**src/rtl/tile_win_pkg.sv**
```systemverilog
package tile_win_pkg;

   typedef enum logic [1:0] {
      RSP_OK     = 2'b00,
      RSP_WPROT  = 2'b01,
      RSP_DECERR = 2'b10
   } rsp_code_e;

   typedef enum logic [1:0] {
      TGT_NONE  = 2'd0,
      TGT_MEM   = 2'd1,
      TGT_PERI  = 2'd2,
      TGT_BLOCK = 2'd3
   } tgt_e;

endpackage

```
**src/rtl/tile_win_idreg.sv**
```systemverilog
module tile_win_idreg #(
   parameter int TID_W = 2
) (
   input  logic             clk,
   input  logic             rst_n,
   input  logic [TID_W-1:0] tid_in,
   output logic [TID_W-1:0] tid_q
);

   // Tile number loads only while reset is held; frozen afterwards.
   always_ff @(posedge clk) begin
      if (!rst_n) tid_q <= tid_in;
   end

   AST_TID_FROZEN: assert property (@(posedge clk) disable iff (!rst_n)
      $past(rst_n) |-> $stable(tid_q));

endmodule

```
**src/rtl/tile_win_decode.sv**
```systemverilog
module tile_win_decode
   import tile_win_pkg::*;
#(
   parameter int            AW        = 32,
   parameter int            NUM_TILES = 4,
   parameter int            TID_W     = 2,
   parameter int            SEG_LG2   = 16,
   parameter logic [AW-1:0] PRIV_BASE = 32'h1000_0000,
   parameter logic [AW-1:0] GLOB_BASE = 32'h4000_0000,
   parameter logic [AW-1:0] MEM_BASE  = 32'h8000_0000,
   parameter bit            PERI_EN   = 1'b1,
   parameter logic [AW-1:0] PERI_BASE = 32'h2000_0000,
   parameter int            PERI_LG2  = 12
) (
   input  logic             clk,
   input  logic             rst_n,
   input  logic             req,
   input  logic             we,
   input  logic [AW-1:0]    addr,
   input  logic [TID_W-1:0] tid,
   output tgt_e             tgt,
   output logic [AW-1:0]    phys_addr,
   output logic [AW-1:0]    peri_off
);

   localparam int            GLOB_LG2  = SEG_LG2 + TID_W;
   localparam logic [AW-1:0] SEG_MASK  = (AW'(1) << SEG_LG2) - AW'(1);
   localparam logic [AW-1:0] GLOB_MASK = (AW'(1) << GLOB_LG2) - AW'(1);
   localparam logic [AW-1:0] PERI_MASK = (AW'(1) << PERI_LG2) - AW'(1);

   // Elaboration-time parameter checks
   if (GLOB_LG2 >= AW) begin : g_chk_span
      $error("global window does not fit in the address width");
   end
   if ((PRIV_BASE & SEG_MASK) != '0) begin : g_chk_priv
      $error("private window base must be segment aligned");
   end
   if ((GLOB_BASE & GLOB_MASK) != '0) begin : g_chk_glob
      $error("global window base must be aligned to the full span");
   end
   if ((MEM_BASE & GLOB_MASK) != '0) begin : g_chk_mem
      $error("memory base must be aligned to the full span");
   end
   if (NUM_TILES < 1 || NUM_TILES > (1 << TID_W)) begin : g_chk_tiles
      $error("tile count does not fit the tile number width");
   end

   logic             priv_hit;
   logic             glob_hit;
   logic             peri_hit;
   logic             glob_idx_ok;
   logic [TID_W-1:0] glob_idx;

   assign glob_idx = addr[GLOB_LG2-1:SEG_LG2];

   // Segment index bound: trivially true when the tile count fills the field
   if (NUM_TILES == (1 << TID_W)) begin : g_idx_full
      assign glob_idx_ok = 1'b1;
   end else begin : g_idx_part
      assign glob_idx_ok = ({1'b0, glob_idx} < (TID_W+1)'(NUM_TILES));
   end

   // Peripheral window present or absent
   if (PERI_EN) begin : g_peri
      assign peri_hit = ((addr >> PERI_LG2) == (PERI_BASE >> PERI_LG2));
   end else begin : g_no_peri
      assign peri_hit = 1'b0;
   end

   assign priv_hit = ((addr >> SEG_LG2) == (PRIV_BASE >> SEG_LG2));
   assign glob_hit = ((addr >> GLOB_LG2) == (GLOB_BASE >> GLOB_LG2)) && glob_idx_ok;
   assign peri_off = addr & PERI_MASK;

   always_comb begin
      tgt       = TGT_NONE;
      phys_addr = '0;
      if (priv_hit) begin
         tgt       = TGT_MEM;
         phys_addr = MEM_BASE | (AW'(tid) << SEG_LG2) | (addr & SEG_MASK);
      end else if (glob_hit) begin
         tgt       = we ? TGT_BLOCK : TGT_MEM;
         phys_addr = MEM_BASE | (addr & GLOB_MASK);
      end else if (peri_hit) begin
         tgt = TGT_PERI;
      end
   end

   // A write reaching memory may only touch this tile's own segment
   AST_WRITE_OWN_SEGMENT: assert property (@(posedge clk) disable iff (!rst_n)
      (req && we && tgt == TGT_MEM) |-> (phys_addr[GLOB_LG2-1:SEG_LG2] == tid));

   // Every forwarded memory address lands inside main memory
   AST_PHYS_IN_MEMORY: assert property (@(posedge clk) disable iff (!rst_n)
      (req && tgt == TGT_MEM) |-> ((phys_addr >> GLOB_LG2) == (MEM_BASE >> GLOB_LG2)));

endmodule

```
**src/rtl/tile_win_rsp.sv**
```systemverilog
module tile_win_rsp
   import tile_win_pkg::*;
#(
   parameter int AW = 32,
   parameter int DW = 32
) (
   input  logic          clk,
   input  logic          rst_n,
   input  logic          req,
   input  logic [AW-1:0] addr,
   input  tgt_e          tgt,
   input  logic [AW-1:0] phys_addr,
   input  logic          mem_ack,
   input  logic [DW-1:0] mem_rdata,
   input  logic          mem_ecc,
   input  logic          per_ack,
   input  logic [DW-1:0] per_rdata,
   output logic          rsp_valid,
   output logic [1:0]    rsp_code,
   output logic [DW-1:0] rsp_rdata,
   output logic          viol_flag,
   output logic [AW-1:0] viol_addr,
   output logic          sup_ecc,
   output logic [AW-1:0] sup_ecc_addr
);

   rsp_code_e     code_q;
   logic [AW-1:0] mem_pa_q;

   assign rsp_code = code_q;

   always_ff @(posedge clk or negedge rst_n) begin
      if (!rst_n) begin
         rsp_valid    <= 1'b0;
         code_q       <= RSP_OK;
         rsp_rdata    <= '0;
         viol_flag    <= 1'b0;
         viol_addr    <= '0;
         sup_ecc      <= 1'b0;
         sup_ecc_addr <= '0;
         mem_pa_q     <= '0;
      end else begin
         rsp_valid <= 1'b0;
         sup_ecc   <= 1'b0;
         if (req && tgt == TGT_MEM) mem_pa_q <= phys_addr;
         if (req && tgt == TGT_NONE) begin
            rsp_valid <= 1'b1;
            code_q    <= RSP_DECERR;
            rsp_rdata <= '0;
         end else if (req && tgt == TGT_BLOCK) begin
            rsp_valid <= 1'b1;
            code_q    <= RSP_WPROT;
            rsp_rdata <= '0;
            viol_flag <= 1'b1;
            viol_addr <= addr;
         end else if (mem_ack) begin
            rsp_valid <= 1'b1;
            code_q    <= RSP_OK;
            rsp_rdata <= mem_rdata;
            sup_ecc   <= mem_ecc;
            if (mem_ecc) sup_ecc_addr <= mem_pa_q;
         end else if (per_ack) begin
            rsp_valid <= 1'b1;
            code_q    <= RSP_OK;
            rsp_rdata <= per_rdata;
         end
      end
   end

   AST_DECERR_NEXT: assert property (@(posedge clk) disable iff (!rst_n)
      (req && tgt == TGT_NONE) |=> (rsp_valid && rsp_code == 2'b10));

   AST_WPROT_LATCH: assert property (@(posedge clk) disable iff (!rst_n)
      (req && tgt == TGT_BLOCK) |=> (rsp_code == 2'b01 && viol_flag && viol_addr == $past(addr)));

   AST_VIOL_STICKY: assert property (@(posedge clk) disable iff (!rst_n)
      viol_flag |=> viol_flag);

   AST_ECC_FORWARD: assert property (@(posedge clk) disable iff (!rst_n)
      (mem_ack && mem_ecc) |=> (sup_ecc && rsp_valid && rsp_code == 2'b00));

   AST_RSP_HAS_CAUSE: assert property (@(posedge clk) disable iff (!rst_n)
      rsp_valid |-> ($past(req) || $past(mem_ack) || $past(per_ack)));

endmodule

```
**src/rtl/tile_win_guard.sv**
```systemverilog
module tile_win_guard
   import tile_win_pkg::*;
#(
   parameter int            AW        = 32,
   parameter int            DW        = 32,
   parameter int            NUM_TILES = 4,
   parameter int            TID_W     = (NUM_TILES > 1) ? $clog2(NUM_TILES) : 1,
   parameter int            SEG_LG2   = 16,
   parameter logic [AW-1:0] PRIV_BASE = 32'h1000_0000,
   parameter logic [AW-1:0] GLOB_BASE = 32'h4000_0000,
   parameter logic [AW-1:0] MEM_BASE  = 32'h8000_0000,
   parameter bit            PERI_EN   = 1'b1,
   parameter logic [AW-1:0] PERI_BASE = 32'h2000_0000,
   parameter int            PERI_LG2  = 12
) (
   input  logic             clk,
   input  logic             rst_n,
   input  logic [TID_W-1:0] tile_id,
   input  logic             cpu_req,
   input  logic             cpu_we,
   input  logic [AW-1:0]    cpu_addr,
   input  logic [DW-1:0]    cpu_wdata,
   output logic             rsp_valid,
   output logic [1:0]       rsp_code,
   output logic [DW-1:0]    rsp_rdata,
   output logic             mem_req,
   output logic             mem_we,
   output logic [AW-1:0]    mem_addr,
   output logic [DW-1:0]    mem_wdata,
   input  logic             mem_ack,
   input  logic [DW-1:0]    mem_rdata,
   input  logic             mem_ecc_err,
   output logic             per_req,
   output logic             per_we,
   output logic [AW-1:0]    per_addr,
   output logic [DW-1:0]    per_wdata,
   input  logic             per_ack,
   input  logic [DW-1:0]    per_rdata,
   output logic             viol_flag,
   output logic [AW-1:0]    viol_addr,
   output logic             sup_ecc_err,
   output logic [AW-1:0]    sup_ecc_addr
);

   localparam int GLOB_LG2 = SEG_LG2 + TID_W;

   if (AW < 8 || DW < 1) begin : g_chk_width
      $error("address or data width too small");
   end
   if (PERI_EN && PERI_LG2 >= AW) begin : g_chk_peri
      $error("peripheral window does not fit the address width");
   end

   logic [TID_W-1:0] tid_q;
   tgt_e             tgt;
   logic [AW-1:0]    phys_addr;
   logic [AW-1:0]    peri_off;

   tile_win_idreg #(.TID_W(TID_W)) u_id (
      .clk    (clk),
      .rst_n  (rst_n),
      .tid_in (tile_id),
      .tid_q  (tid_q)
   );

   tile_win_decode #(
      .AW(AW), .NUM_TILES(NUM_TILES), .TID_W(TID_W), .SEG_LG2(SEG_LG2),
      .PRIV_BASE(PRIV_BASE), .GLOB_BASE(GLOB_BASE), .MEM_BASE(MEM_BASE),
      .PERI_EN(PERI_EN), .PERI_BASE(PERI_BASE), .PERI_LG2(PERI_LG2)
   ) u_dec (
      .clk       (clk),
      .rst_n     (rst_n),
      .req       (cpu_req),
      .we        (cpu_we),
      .addr      (cpu_addr),
      .tid       (tid_q),
      .tgt       (tgt),
      .phys_addr (phys_addr),
      .peri_off  (peri_off)
   );

   // Forward paths: combinational, same cycle as the request
   assign mem_req   = cpu_req && (tgt == TGT_MEM);
   assign mem_we    = cpu_we;
   assign mem_addr  = phys_addr;
   assign mem_wdata = cpu_wdata;
   assign per_req   = cpu_req && (tgt == TGT_PERI);
   assign per_we    = cpu_we;
   assign per_addr  = peri_off;
   assign per_wdata = cpu_wdata;

   tile_win_rsp #(.AW(AW), .DW(DW)) u_rsp (
      .clk          (clk),
      .rst_n        (rst_n),
      .req          (cpu_req),
      .addr         (cpu_addr),
      .tgt          (tgt),
      .phys_addr    (phys_addr),
      .mem_ack      (mem_ack),
      .mem_rdata    (mem_rdata),
      .mem_ecc      (mem_ecc_err),
      .per_ack      (per_ack),
      .per_rdata    (per_rdata),
      .rsp_valid    (rsp_valid),
      .rsp_code     (rsp_code),
      .rsp_rdata    (rsp_rdata),
      .viol_flag    (viol_flag),
      .viol_addr    (viol_addr),
      .sup_ecc      (sup_ecc_err),
      .sup_ecc_addr (sup_ecc_addr)
   );

   AST_SINGLE_PORT: assert property (@(posedge clk) disable iff (!rst_n)
      $onehot0({mem_req, per_req}));

   AST_MEM_WINDOW: assert property (@(posedge clk) disable iff (!rst_n)
      mem_req |-> ((mem_addr >> GLOB_LG2) == (MEM_BASE >> GLOB_LG2)));

   AST_GLOB_WRITE_HELD: assert property (@(posedge clk) disable iff (!rst_n)
      (mem_req && mem_we) |-> ((cpu_addr >> GLOB_LG2) != (GLOB_BASE >> GLOB_LG2)));

endmodule

```
**config.mk**
```make
export PLATFORM = sky130hd
export DESIGN_NAME = tile_win_guard
export DESIGN_NICKNAME = d
export VERILOG_FILES = /design/src/rtl/tile_win_pkg.sv /design/src/rtl/tile_win_idreg.sv /design/src/rtl/tile_win_decode.sv /design/src/rtl/tile_win_rsp.sv /design/src/rtl/tile_win_guard.sv
export SDC_FILE = /design/constraint.sdc
export NUM_CORES = 1
export LEC_CHECK = 0
export BUFFER_PORTS_ARGS = -buffer_cell sky130_fd_sc_hd__clkbuf_2
export CAP_MARGIN = 20
export CORE_MARGIN = 4
export CORE_UTILIZATION = 35
export CTS_CLUSTER_DIAMETER = 150
export CTS_CLUSTER_SIZE = 25
export DETAILED_ROUTE_END_ITERATION = 7
export PLACE_DENSITY = 0.68
export SYNTH_ARGS = -nofsm -noshare
export SYNTH_HDL_FRONTEND = slang
export SYNTH_SLANG_ARGS = --single-unit
```
**constraint.sdc**
```tcl
create_clock -name clk -period 2.2 [get_ports clk]
set_clock_uncertainty 0.05 [all_clocks]
set_input_delay 0.22 -clock clk [delete_from_list [all_inputs] [get_ports clk]]
set_output_delay 0.22 -clock clk [all_outputs]
set_load 0.05 [all_outputs]
```
==> results of run 1 <==
[final timing paths]
path	startpoint	endpoint	slack, ns	depth (start not counted)
min in group asynchronous	rst_n	u_rsp.viol_addr[12]	0.30	2
setup / recovery	cpu_addr[24]	mem_addr[7]	0.1	9
max in group asynchronous	rst_n	u_rsp.rsp_rdata[11]	1.02	3
hold reg to reg	u_rsp.viol_flag	u_rsp.viol_flag	0.42	1
hold / removal	mem_ack	u_rsp.rsp_valid	0.08	2
setup reg to reg	u_id.tid_q[0]	u_rsp.mem_pa_q[16]	1.06	4
[power by group through the flow]
| stage | Combinational, mW | Clock, mW | Sequential (mW) |
|---|---|---|---|
| finish | 0.929 | 1.72 | 2.10 |
| global route | 0.997 | 1.87 | 2.10 |
| CTS | 0.934 | 1.78 | 2.10 |
| detailed placement | 0.928 | 0 | 2.14 |
| floorplan | 0.846 | 0 | 2.31 |
| global placement | 0.923 | 0 | 2.14 |
[state kept, by name (all words and copies together) (netlist names)]
name,cells
u_id.tid_q,2
u_rsp.mem_pa_q,19
u_rsp.rsp_code,2
u_rsp.rsp_rdata,32
u_rsp.rsp_valid,1
u_rsp.sup_ecc,1
u_rsp.sup_ecc_addr,19
u_rsp.viol_addr,32
u_rsp.viol_flag,1
[through the flow]
stage | std cells | hold slack, ns | power [mW]
floorplan | 702 | -0.126 | 3.16
global placement | 1012 | 0.136 | 3.06
detailed placement | 1012 | 0.137 | 3.07
CTS | 1031 | 0.0644 | 4.81
global route | 1031 | 0.0824 | 4.97
finish | 1031 | 0.0755 | 4.75
[worst reg2reg max path, delay by kind of cell, from the launching register on]
| family | cells | cell delay [ns] |
|---|---|---|
| AO/OA/AOI/OAI | 1 | 0.07 |
| buffers and inverters | 1 | 0.15 |
| AND/OR/NAND/NOR | 1 | 0.10 |
| flip-flops | 1 | 0.38 |
| multiplexers | 1 | 0.28 |
[layout make-up]
type	count	area, um^2
fill	1768	10400
sequential	109	2740
multi-input combinational	419	2700
timing repair buffer	256	1500
tap	229	287
clock buffer	9	225
clock inverter	7	91.3
inverter	2	7.51
[cell families after synthesis]
| group | Yosys count | synth area share |
|---|---|---|
| and+or+nand+nor | 148 | 0.124 |
| other | 1 | 0.000586 |
| AOI/OAI and AO/OA | 157 | 0.154 |
| muxes | 68 | 0.113 |
| DFF | 109 | 0.428 |
| buffers and inverters | 174 | 0.180 |
[cell usage in the layout (no fill, tap or decap), types with 19 or more instances in the layout]
master,synthesis,final
mux2i_1,32,32
dfrtp_1,107,107
a21oi_1,88,88
o211ai_1,19,19
conb_1,1,46
nor2_1,35,35
buf_4,128,21
and2_1,36,36
a211oi_1,19,19
nand2_1,41,41
clkbuf_2,0,222
o2111ai_1,19,19
[layer usage]
metal	GRT usage	wire length (um)	vias to the layer above
li1	-	-	2403
met1	0.216	7190	2353
met2	0.263	8610	179
met3	0.0358	1140	54
met4	0.0735	648	0
met5	0	0	-
==> metrics, run 1 <==
setup_tns=0 ns; row cnt=about 50; Area Growth Syn to Fin=17.9%; Post-CTS Setup Bufs=0; CP peak stage delay=0.28 ns; TritonCTS clock tree=built; Slew HR=0.490; Initial Util=0.356; Yosys top cell area share=0.419; number of DRC markers in iteration 0=between 200 and 250; IO buf count=227; Clk pwr share=0.363; Synth Area per Inst=9.74 um^2; die area=0.0205 mm^2; hold-fix buffer count after cts=3; DRT antenna net count=0; Logic pwr share=0.196; total grt overflow=0; Slew Viols, Final=0; CTS Buffer Depth=2; chip height=143 um; GP Congestion=0.789; Unique masters post-synth=40; Pint=between 3 and 4 mW; WP buf/inv=5; Top delay family on crit path=buffers and inverters; 1st-pass router iterations=4; Sw Ratio=0.324; worst-skew pair later-pin latency=0.34 ns; initial antenna violation count=0; Ys Warns=0; Avg Vias per Cell=4.84; Crit path arrival time=1.83 ns; clock sinks=109; CTS HTree Levels=3; fmax=475 MHz; status=completed; Post-DP HPWL=~13 mm; Final Util=0.420; # DRC=0; Seq/Total Area, Yosys=0.428; clock root buffer=clkbuf_16; Final Hold Vio Count=0; Routed wire per std cell=approximately 17 um; GRT Util Overall=0.165; Core ar.=~0.018 mm^2; fin crit period=2.10 ns; most frequent cell after synthesis=buf_4; critical path endpoint category=output pin; dpl cell area=0.00720 mm^2; post-cts sizing count=0; Leak=3.84 nW; post-synth top area cell=dfrtp_1; I/O pin total=370; ranking of synthesized cells by area=dfrtp_1 (42%), buf_4 (15%), a21oi_1 (6.9%); switching power=1.54 mW; vias in the first global route=4797; Synth Register Bits=109; Max-cap violations=0; synthesized instance count=657; Tightest Pin Transition=~0.76 ns; via count=4989; maximum number of pins on one net before global-route repair=77; CTS buffer count=9; pre-CTS setup slack=0.0556 ns; NumNets Final=934; worst endpoint required time=1.93 ns; first-pass GRT wire length=26.6 mm; DRT Wirelength=17.6 mm; setup ws final=0.0962 ns; EDFF count, synth=2; chip width=143 um; RSZ-0062 raised after global routing=false; number of inserted diodes=0; top cells by count, synth=buf_4 (128), dfrtp_1 (107), a21oi_1 (88); top_reg_cell synth=dfrtp_1; asr flop ratio synth=0.982; # setup viols final=0; Tcrit/Tclk final=0.956; total power divided by cell area=~630 mW/mm^2; Startpoint Class=primary input; CP Cell Sequence=clkbuf_2 > nor3_1 > buf_4 > nand3_1 > buf_12 > a21oi_2 > buf_4 > and2_1 > clkbuf_2; Crit Path Max Fanout=11; clk slew on worst S/H paths=roughly 0.080 ns; Hold WC Path Type=primary input to flop; share of layout cells above drive strength 1=0.370; Final Cell Area=about 0.0075 mm^2; slowest stage cell on the critical path=nor3_1; peak supply drop=between 300 and 400 uV; mapped cell area=around 0.0064 mm^2; sequential share of power=0.442; crit path kind=primary input to output pin
No activity file was read; power rests on OpenSTA's default activity.
==> inputs of run 2 (changes only) <==
CORE_AREA = 2 2 143 145   (was unset)
CORE_MARGIN = unset   (was 4)
CORE_UTILIZATION = unset   (was 35)
DIE_AREA = 0 0 145 147   (was unset)
PLACE_DENSITY = 0.64   (was 0.68)
==> run 2 against run 1 <==
Net effect: die area grew 4.0%; global-route usage grew 0.44 points; critical path depth shrank 1; via count grew 4.4%; count of clock-buffer cells in the layout is the same; largest power group unchanged; utilization shrank 3.7 points; sequential share of layout area shrank 0.30 points; fmax grew 1.4%; first-iteration DRC count grew 30%; sequential power is essentially flat.
==> metrics, run 2 (synthesis gave the netlist of run 1 again) <==
# setup viols final=0 (unchanged); GRT Util Overall=0.169 (was 0.165); Clk pwr share=0.352 (was 0.363); most common cell after layout, fill and taps aside=clkbuf_2 (unchanged); peak supply drop=320 uV (was 378 uV); vias in the first global route=4963 (was 4797); number of fill cells=1989 (was 1768); Final Util=0.383 (was 0.420); Initial Util=0.322 (was 0.356); IO buf count=227 (unchanged); total grt overflow=0 (unchanged); slowest stage cell on the critical path=nor4_4 (was nor3_1); FF/Latch Area=0.00274 mm^2 (unchanged); sequential share of power=0.447 (was 0.442); number of inserted diodes=0 (unchanged); fin crit period=2.07 ns (was 2.10 ns); reg2reg setup slack=0.99 ns (was 1.06 ns); post-cts sizing count=0 (unchanged); 1st-pass router iterations=5 (was 4); initial antenna violation count=0 (unchanged); Max-cap violations=0 (unchanged); CTS buffer count=9 (unchanged); DRT antenna net count=0 (unchanged); clock sinks=109 (unchanged); worst endpoint required time=1.93 ns (about the same); Final Cell Area=0.00760 mm^2 (was 0.00754 mm^2); row cnt=52 (was 49); most frequent cells in the layout=clkbuf_2 (224), dfrtp_1 (107), a21oi_1 (87), conb_1 (46), nand2_1 (41) (was clkbuf_2 (222), dfrtp_1 (107), a21oi_1 (88), conb_1 (46), nand2_1 (41)); CP peak stage delay=0.33 ns (was 0.28 ns); Avg Vias per Cell=4.81 (was 4.84); crit path capture=mem_addr[15] (was mem_addr[7]); clk slew on worst S/H paths=0.08 ns (about the same); Final Hold Vio Count=0 (unchanged); switching power=1.59 mW (was 1.54 mW); DRT Wirelength=18.6 mm (was 17.6 mm); setup_tns=0 ns (unchanged); NumNets Final=945 (was 934); largest registers=u_rsp.rsp_rdata (32), u_rsp.viol_addr (32) (unchanged); clock root buffer=clkbuf_16 (unchanged); Crit Path Max Fanout=9 (was 11); RSZ-0062 raised after global routing=false (unchanged); Area Growth Syn to Fin=18.9% (was 17.9%); number of DRC markers in iteration 0=289 (was 222); CTS Buffer Depth=2 (unchanged); chip height=147 um (was 143 um); via count=5211 (was 4989); worst-skew pair later-pin latency=0.36 ns (was 0.34 ns); area taken by multi-input logic gates=0.00270 mm^2 (about the same); Routed wire per std cell=17.2 um (was 17.1 um); Pint=3.11 mW (was 3.21 mW); Tightest Pin Transition=0.821 ns (was 0.765 ns); first-pass GRT wire length=28.2 mm (was 26.6 mm); Levels on crit path=8 (was 9); Pwr Total=4.70 mW (was 4.75 mW); chip width=145 um (was 143 um); crit path kind=primary input to output pin (unchanged); Slew Viols, Final=0 (unchanged); Top delay family on crit path=buffers and inverters (unchanged); # DRC=0 (unchanged); I/O pin total=370 (unchanged); Crit path arrival time=1.80 ns (was 1.83 ns); total power divided by cell area=617 mW/mm^2 (was 630 mW/mm^2); share of layout cells above drive strength 1=0.380 (was 0.370); Startpoint Class=primary input (unchanged); Leak=3.87 nW (was 3.84 nW); Sw Ratio=0.338 (was 0.324); CP Cell Sequence=clkbuf_2 > nor4_4 > nand3b_1 > buf_4 > a21oi_2 > buf_4 > and2_1 > clkbuf_2 (was clkbuf_2 > nor3_1 > buf_4 > nand3_1 > buf_12 > a21oi_2 > buf_4 > and2_1 > clkbuf_2); fmax=482 MHz (was 475 MHz); crit path launch=cpu_addr[30] (was cpu_addr[24]); GP Congestion=0.768 (was 0.789); Core ar.=0.0198 mm^2 (was 0.0180 mm^2); WP buf/inv=4 (was 5); Slew HR=0.453 (was 0.490); TritonCTS clock tree=built (unchanged); Worst R2R Start=u_id.tid_q[1] (was u_id.tid_q[0]); Tcrit/Tclk final=0.943 (was 0.956); Logic pwr share=0.200 (was 0.196); CTS HTree Levels=3 (unchanged); status=completed (unchanged); Post-DP HPWL=14.2 mm (was 13.0 mm); Hold WC Path Type=primary input to flop (unchanged); die area=0.0213 mm^2 (was 0.0205 mm^2); path depth of the worst reg2reg path=4 (unchanged); critical path endpoint category=output pin (unchanged); Critical R2R Capture=u_rsp.mem_pa_q[17] (was u_rsp.mem_pa_q[16]); maximum number of pins on one net before global-route repair=67 (was 77); dpl cell area=0.00726 mm^2 (was 0.00720 mm^2)
[run 2: cell types whose count changed in the layout (fill, tap and decap cells not counted), sizes merged]
cell and delta:
buf +9, inv -2, clkinvlp -1, clkinv +4
clkbuf +2, bufinv -1
[run 2: power by group through the flow]
stage / logic, mW / clock network (mW) / registers (mW)
6_report: 0.941 / 1.65 / 2.10
3_3_place_gp: 0.938 / 0 / 2.14
3_5_place_dp: 0.943 / 0 / 2.14
2_1_floorplan: 0.846 / 0 / 2.31
4_1_cts: 0.951 / 1.72 / 2.10
5_1_grt: 1.00 / 1.79 / 2.11
[run 2: stage by stage]
step | setup slack, ns | hold WS (ns) | std cells
2_1_floorplan | 0.0315 | -0.126 | 702
3_3_place_gp | 0.0524 | 0.0842 | 1063
3_5_place_dp | 0.0433 | 0.0843 | 1063
4_1_cts | 0.0304 | 0.0600 | 1082
5_1_grt | 0.0501 | 0.0727 | 1083
6_report | 0.125 | 0.0723 | 1083
[run 2: final cells by class]
cell class / count / share of cell area
Timing Repair Buffer: 267 / 0.199
Multi-Input combinational cell: 419 / 0.355
Clock buffer: 9 / 0.0296
Inverter: 2 / 0.000987
Clock inverter: 7 / 0.0110
Tap cell: 270 / 0.0444
Sequential cell: 109 / 0.360
[run 2: worst register-to-register path, delay by kind of cell (launching register included)]
family	cells	cell delay, ns
DFF	1	0.41
and+or+nand+nor	1	0.11
AOI/OAI and AO/OA	1	0.07
muxes	1	0.29
buffers and inverters	1	0.16
[run 2: how the worst min path moves through the flow]
stage                             start                   to  slack [ns]  depth (start not counted)
after floorplan                   rst_n    u_rsp.mem_pa_q[0]       -0.13                          0
after CTS                 mem_rdata[27]  u_rsp.rsp_rdata[27]        0.06                          3
after global routing      mem_rdata[27]  u_rsp.rsp_rdata[27]        0.07                          3
after detailed placement          rst_n    u_rsp.mem_pa_q[5]        0.08                          1
after global placement            rst_n    u_rsp.mem_pa_q[5]        0.08                          1
final                       cpu_addr[5]    u_rsp.mem_pa_q[5]        0.07                          2
[run 2: timing repair]
action | 4_1_cts | 5_1_grt
setup endpoints to repair | 0 | 16
endpoints found under the hold margin | 21 | 0
buffers inserted | 0 | 1
hold buffers | 3 | 0
[run 2: per-layer routing]
metal / up-vias / share of wire / global-route usage
met2: 279 / 0.51 / 0.297
met3: 48 / 0.070 / 0.0404
met5: - / 0 / 0
li1: 2421 / - / -
met1: 2463 / 0.39 / 0.200
met4: 0 / 0.030 / 0.0698
==> inputs of run 3 (changes only) <==
CORE_AREA = unset   (was 2 2 143 145)
CORE_MARGIN = 2   (was unset)
CORE_UTILIZATION = 35   (was unset)
DIE_AREA = unset   (was 0 0 145 147)
PLACE_DENSITY = 0.67   (was 0.64)
SYNTH_HIERARCHICAL = 1   (was unset)
==> run 3 against run 2 <==
Net effect: flip-flop and latch count rose by 26; fmax rose by 2.2%; clock power rose by 57%; count of clock-buffer cells in the layout rose by 10; synthesized cell count fell by 21%; global-route usage fell by 2.5 points; power rose by 27%; register-to-register slack improved by 0.06 ns; worst setup slack improved by 0.044 ns; sequential share of layout area rose by 3.7 points; via count fell by 16%; critical path type unchanged; largest power group is now the clock network.
==> metrics, run 3 <==
status=completed (unchanged); Synth Area per Inst=13.1 um^2 (was 9.74 um^2); Yosys top cell area share=0.489 (was 0.419); via count=4383 (was 5211); Tcrit/Tclk final=0.923 (was 0.943); setup_tns=0 ns (unchanged); CP peak stage delay=0.36 ns (was 0.33 ns); fmax=492 MHz (was 482 MHz); Compound-Gate Fraction of Synth Area=0.00808 (was 0.154); initial antenna violation count=0 (unchanged); simple-gate portion of the synthesized area=0.0623 (was 0.124); Seq/Total Area, Yosys=0.498 (was 0.428); clk slew on worst S/H paths=0.06 ns (was 0.08 ns); Post-CTS Setup Bufs=0 (unchanged); crit path kind=primary input to output pin (unchanged); Synth Register Bits=135 (was 109); CTS buffer count=17 (was 9); I/O pin total=370 (unchanged); clock sinks=135 (was 109); synthesized instance count=521 (was 657); mux cell area share after synthesis=0.275 (was 0.113); largest family of logic cells by synthesized area=multiplexers (was buffers and inverters); Avg Vias per Cell=4.40 (was 4.81); chip height=143 um (was 147 um); Final Hold Vio Count=0 (unchanged); EDFF count, synth=2 (unchanged); most common cell after layout, fill and taps aside=clkbuf_2 (unchanged); most frequent cell after synthesis=dfrtp_1 (was buf_4); Post-DP HPWL=11.3 mm (was 14.2 mm); Startpoint Class=primary input (unchanged); CTS HTree Levels=4 (was 3); most frequent CP cell=buf_4; # DRC=0 (unchanged); number of DRC markers in iteration 0=161 (was 289); Crit path arrival time=1.76 ns (was 1.80 ns); most frequent cells in the layout=clkbuf_2 (236), dfrtp_1 (133), mux2_2 (69), mux2_4 (51), nor2_1 (34) (was clkbuf_2 (224), dfrtp_1 (107), a21oi_1 (87), conb_1 (46), nand2_1 (41)); slowest stage cell on the critical path=nor4b_1 (was nor4_4); Worst R2R Start=u_id/tid_q[1] (was u_id.tid_q[1]); die area=0.0206 mm^2 (was 0.0213 mm^2); Post-Synth Adder-Cell Area=0 (unchanged); total grt overflow=0 (unchanged); GP Congestion=0.758 (was 0.768); reg2reg setup slack=1.05 ns (was 0.99 ns); Slew HR=0.638 (was 0.453); 1st-pass router iterations=4 (was 5); Tightest Pin Transition=0.543 ns (was 0.821 ns); number of inserted diodes=0 (unchanged); Core ar.=0.0193 mm^2 (was 0.0198 mm^2); top cells by count, synth=dfrtp_1 (133), buf_4 (112), mux2_2 (69) (was buf_4 (128), dfrtp_1 (107), a21oi_1 (88)); Ys Warns=6 (was 0); maximum number of pins on one net before global-route repair=50 (was 67); IO buf count=240 (was 227); Hold WC Path Type=primary input to flop (unchanged); WHS=0.0159 ns (was 0.0723 ns); worst endpoint required time=1.93 ns (about the same); worst-skew pair later-pin latency=0.40 ns (was 0.36 ns); vias in the first global route=4459 (was 4963); post-synth top area cell=dfrtp_1 (unchanged); Area Growth Syn to Fin=25.3% (was 18.9%); path depth of the worst reg2reg path=3 (was 4); mapped cell area=0.00681 mm^2 (was 0.00640 mm^2); GRT Util Overall=0.145 (was 0.169); crit path launch=cpu_addr[19] (was cpu_addr[30]); Critical R2R Capture=u_rsp/mem_pa_q[17] (was u_rsp.mem_pa_q[17]); Leak=4.77 nW (was 3.87 nW); CP Cell Sequence=clkbuf_2 > nor4b_1 > nand3_1 > a221oi_2 > buf_4 > buf_4 > and3b_1 > buf_2 (was clkbuf_2 > nor4_4 > nand3b_1 > buf_4 > a21oi_2 > buf_4 > and2_1 > clkbuf_2); RSZ-0062 raised after global routing=false (unchanged); DRT antenna net count=0 (unchanged); ranking of synthesized cells by area=dfrtp_1 (49%), buf_4 (12%), mux2_2 (11%) (was dfrtp_1 (42%), buf_4 (15%), a21oi_1 (6.9%)); Routed wire per std cell=15.2 um (was 17.2 um); asr flop ratio synth=0.985 (was 0.982); critical path endpoint category=output pin (unchanged); row cnt=51 (was 52); total power divided by cell area=698 mW/mm^2 (was 617 mW/mm^2); NumNets Final=855 (was 945); clock root buffer=clkbuf_16 (unchanged); share of layout cells above drive strength 1=0.585 (was 0.380); Unique masters post-synth=38 (was 40); DRT Wirelength=15.2 mm (was 18.6 mm); first-pass GRT wire length=23.0 mm (was 28.2 mm); CTS Buffer Depth=2 (unchanged); Final Util=0.443 (was 0.383); TritonCTS clock tree=built (unchanged); fin crit period=2.03 ns (was 2.07 ns); Slew Viols, Final=0 (unchanged); Post-Synth XOR/XNOR Area=0.00129 (was 0); Crit Path Max Fanout=5 (was 9); top_reg_cell synth=dfrtp_1 (unchanged); Initial Util=0.353 (was 0.322); peak supply drop=460 uV (was 320 uV); Max-cap violations=0 (unchanged); # setup viols final=0 (unchanged); chip width=143 um (was 145 um); crit path capture=mem_req (was mem_addr[15])
## run 3: changes by cell type in the layout (fill, tap and decap cells not counted), moves of 13 or more
cell,delta
nand2_1,-38
o211ai_1,-19
buf_4,-14
a211oi_1,-19
o2111ai_1,-19
dlygate4sd3_1,+15
dfrtp_1,+26
and2_1,-36
a21oi_1,-86
and3_1,+15
conb_1,-13
mux2_2,+51
mux2_4,+51
## run 3: layout make-up
type	instances	area, um^2
well taps	265	332
inverters	1	3.75
flip-flops and latches	135	3390
clock buffers	19	443
multi-input cells	279	2600
clock inverters	13	92.6
fillers	1813	10700
repair buffers	284	1680
## run 3: what timing repair did
action | in CTS | in global routing
hold endpoints to repair | 88 | 1
gates resized for setup | 0 | 3
setup endpoints to repair | 0 | 2
hold buffers | 17 | 1
## run 3: how the worst min path moves through the flow
stage,start,to,cells after the start
detailed placement,rst_n,u_rsp/sup_ecc_addr[24],1
CTS,cpu_addr[1],u_rsp/viol_addr[1],2
global route,mem_rdata[13],u_rsp/rsp_rdata[13],3
global placement,rst_n,u_rsp/sup_ecc_addr[24],1
finish,mem_rdata[4],u_rsp/rsp_rdata[4],3
floorplan,rst_n,u_rsp/mem_pa_q[0],0
## run 3: logic make-up after synthesis
| group | after synthesis |
|---|---|
| compound gates | 7 |
| buf+inv | 139 |
| other cells | 1 |
| mux | 160 |
| simple gates | 78 |
| xor+xnor | 1 |
| flops | 135 |
## run 3: per-stage QoR
step                worst slack, ns  instances  power, mW  area [um^2]
detailed placement           -0.157        946       3.39         7810
CTS                          0.0720        995       6.07         8510
finish                        0.169        996       5.96         8540
floorplan                   -0.0912        553       3.50         7030
global route                0.00144        996       6.26         8540
global placement            -0.0989        946       3.39         7810
## run 3: report_power, final
| part | leakage [nW] | internal [mW] | switching [mW] |
|---|---|---|---|
| clock network | 0.264 | 1.48 | 1.11 |
| registers | 1.84 | 2.54 | 0.0240 |
| logic | 2.67 | 0.249 | 0.559 |
| total | 4.77 | 4.26 | 1.70 |
## run 3: per-layer routing
layer / wire (um) / vias to the layer above / GRT usage
met4: 361 / 0 / 0.0681
met2: 7520 / 184 / 0.244
li1: - / 2048 / -
met1: 6220 / 2115 / 0.171
met5: 0 / - / 0
met3: 1090 / 36 / 0.0403
## run 3: worst max-delay path, delay by kind of cell
family	cells	cell delay, ns
AO/OA/AOI/OAI	1	0.25
buffers and inverters	4	0.59
AND/OR/NAND/NOR	3	0.69
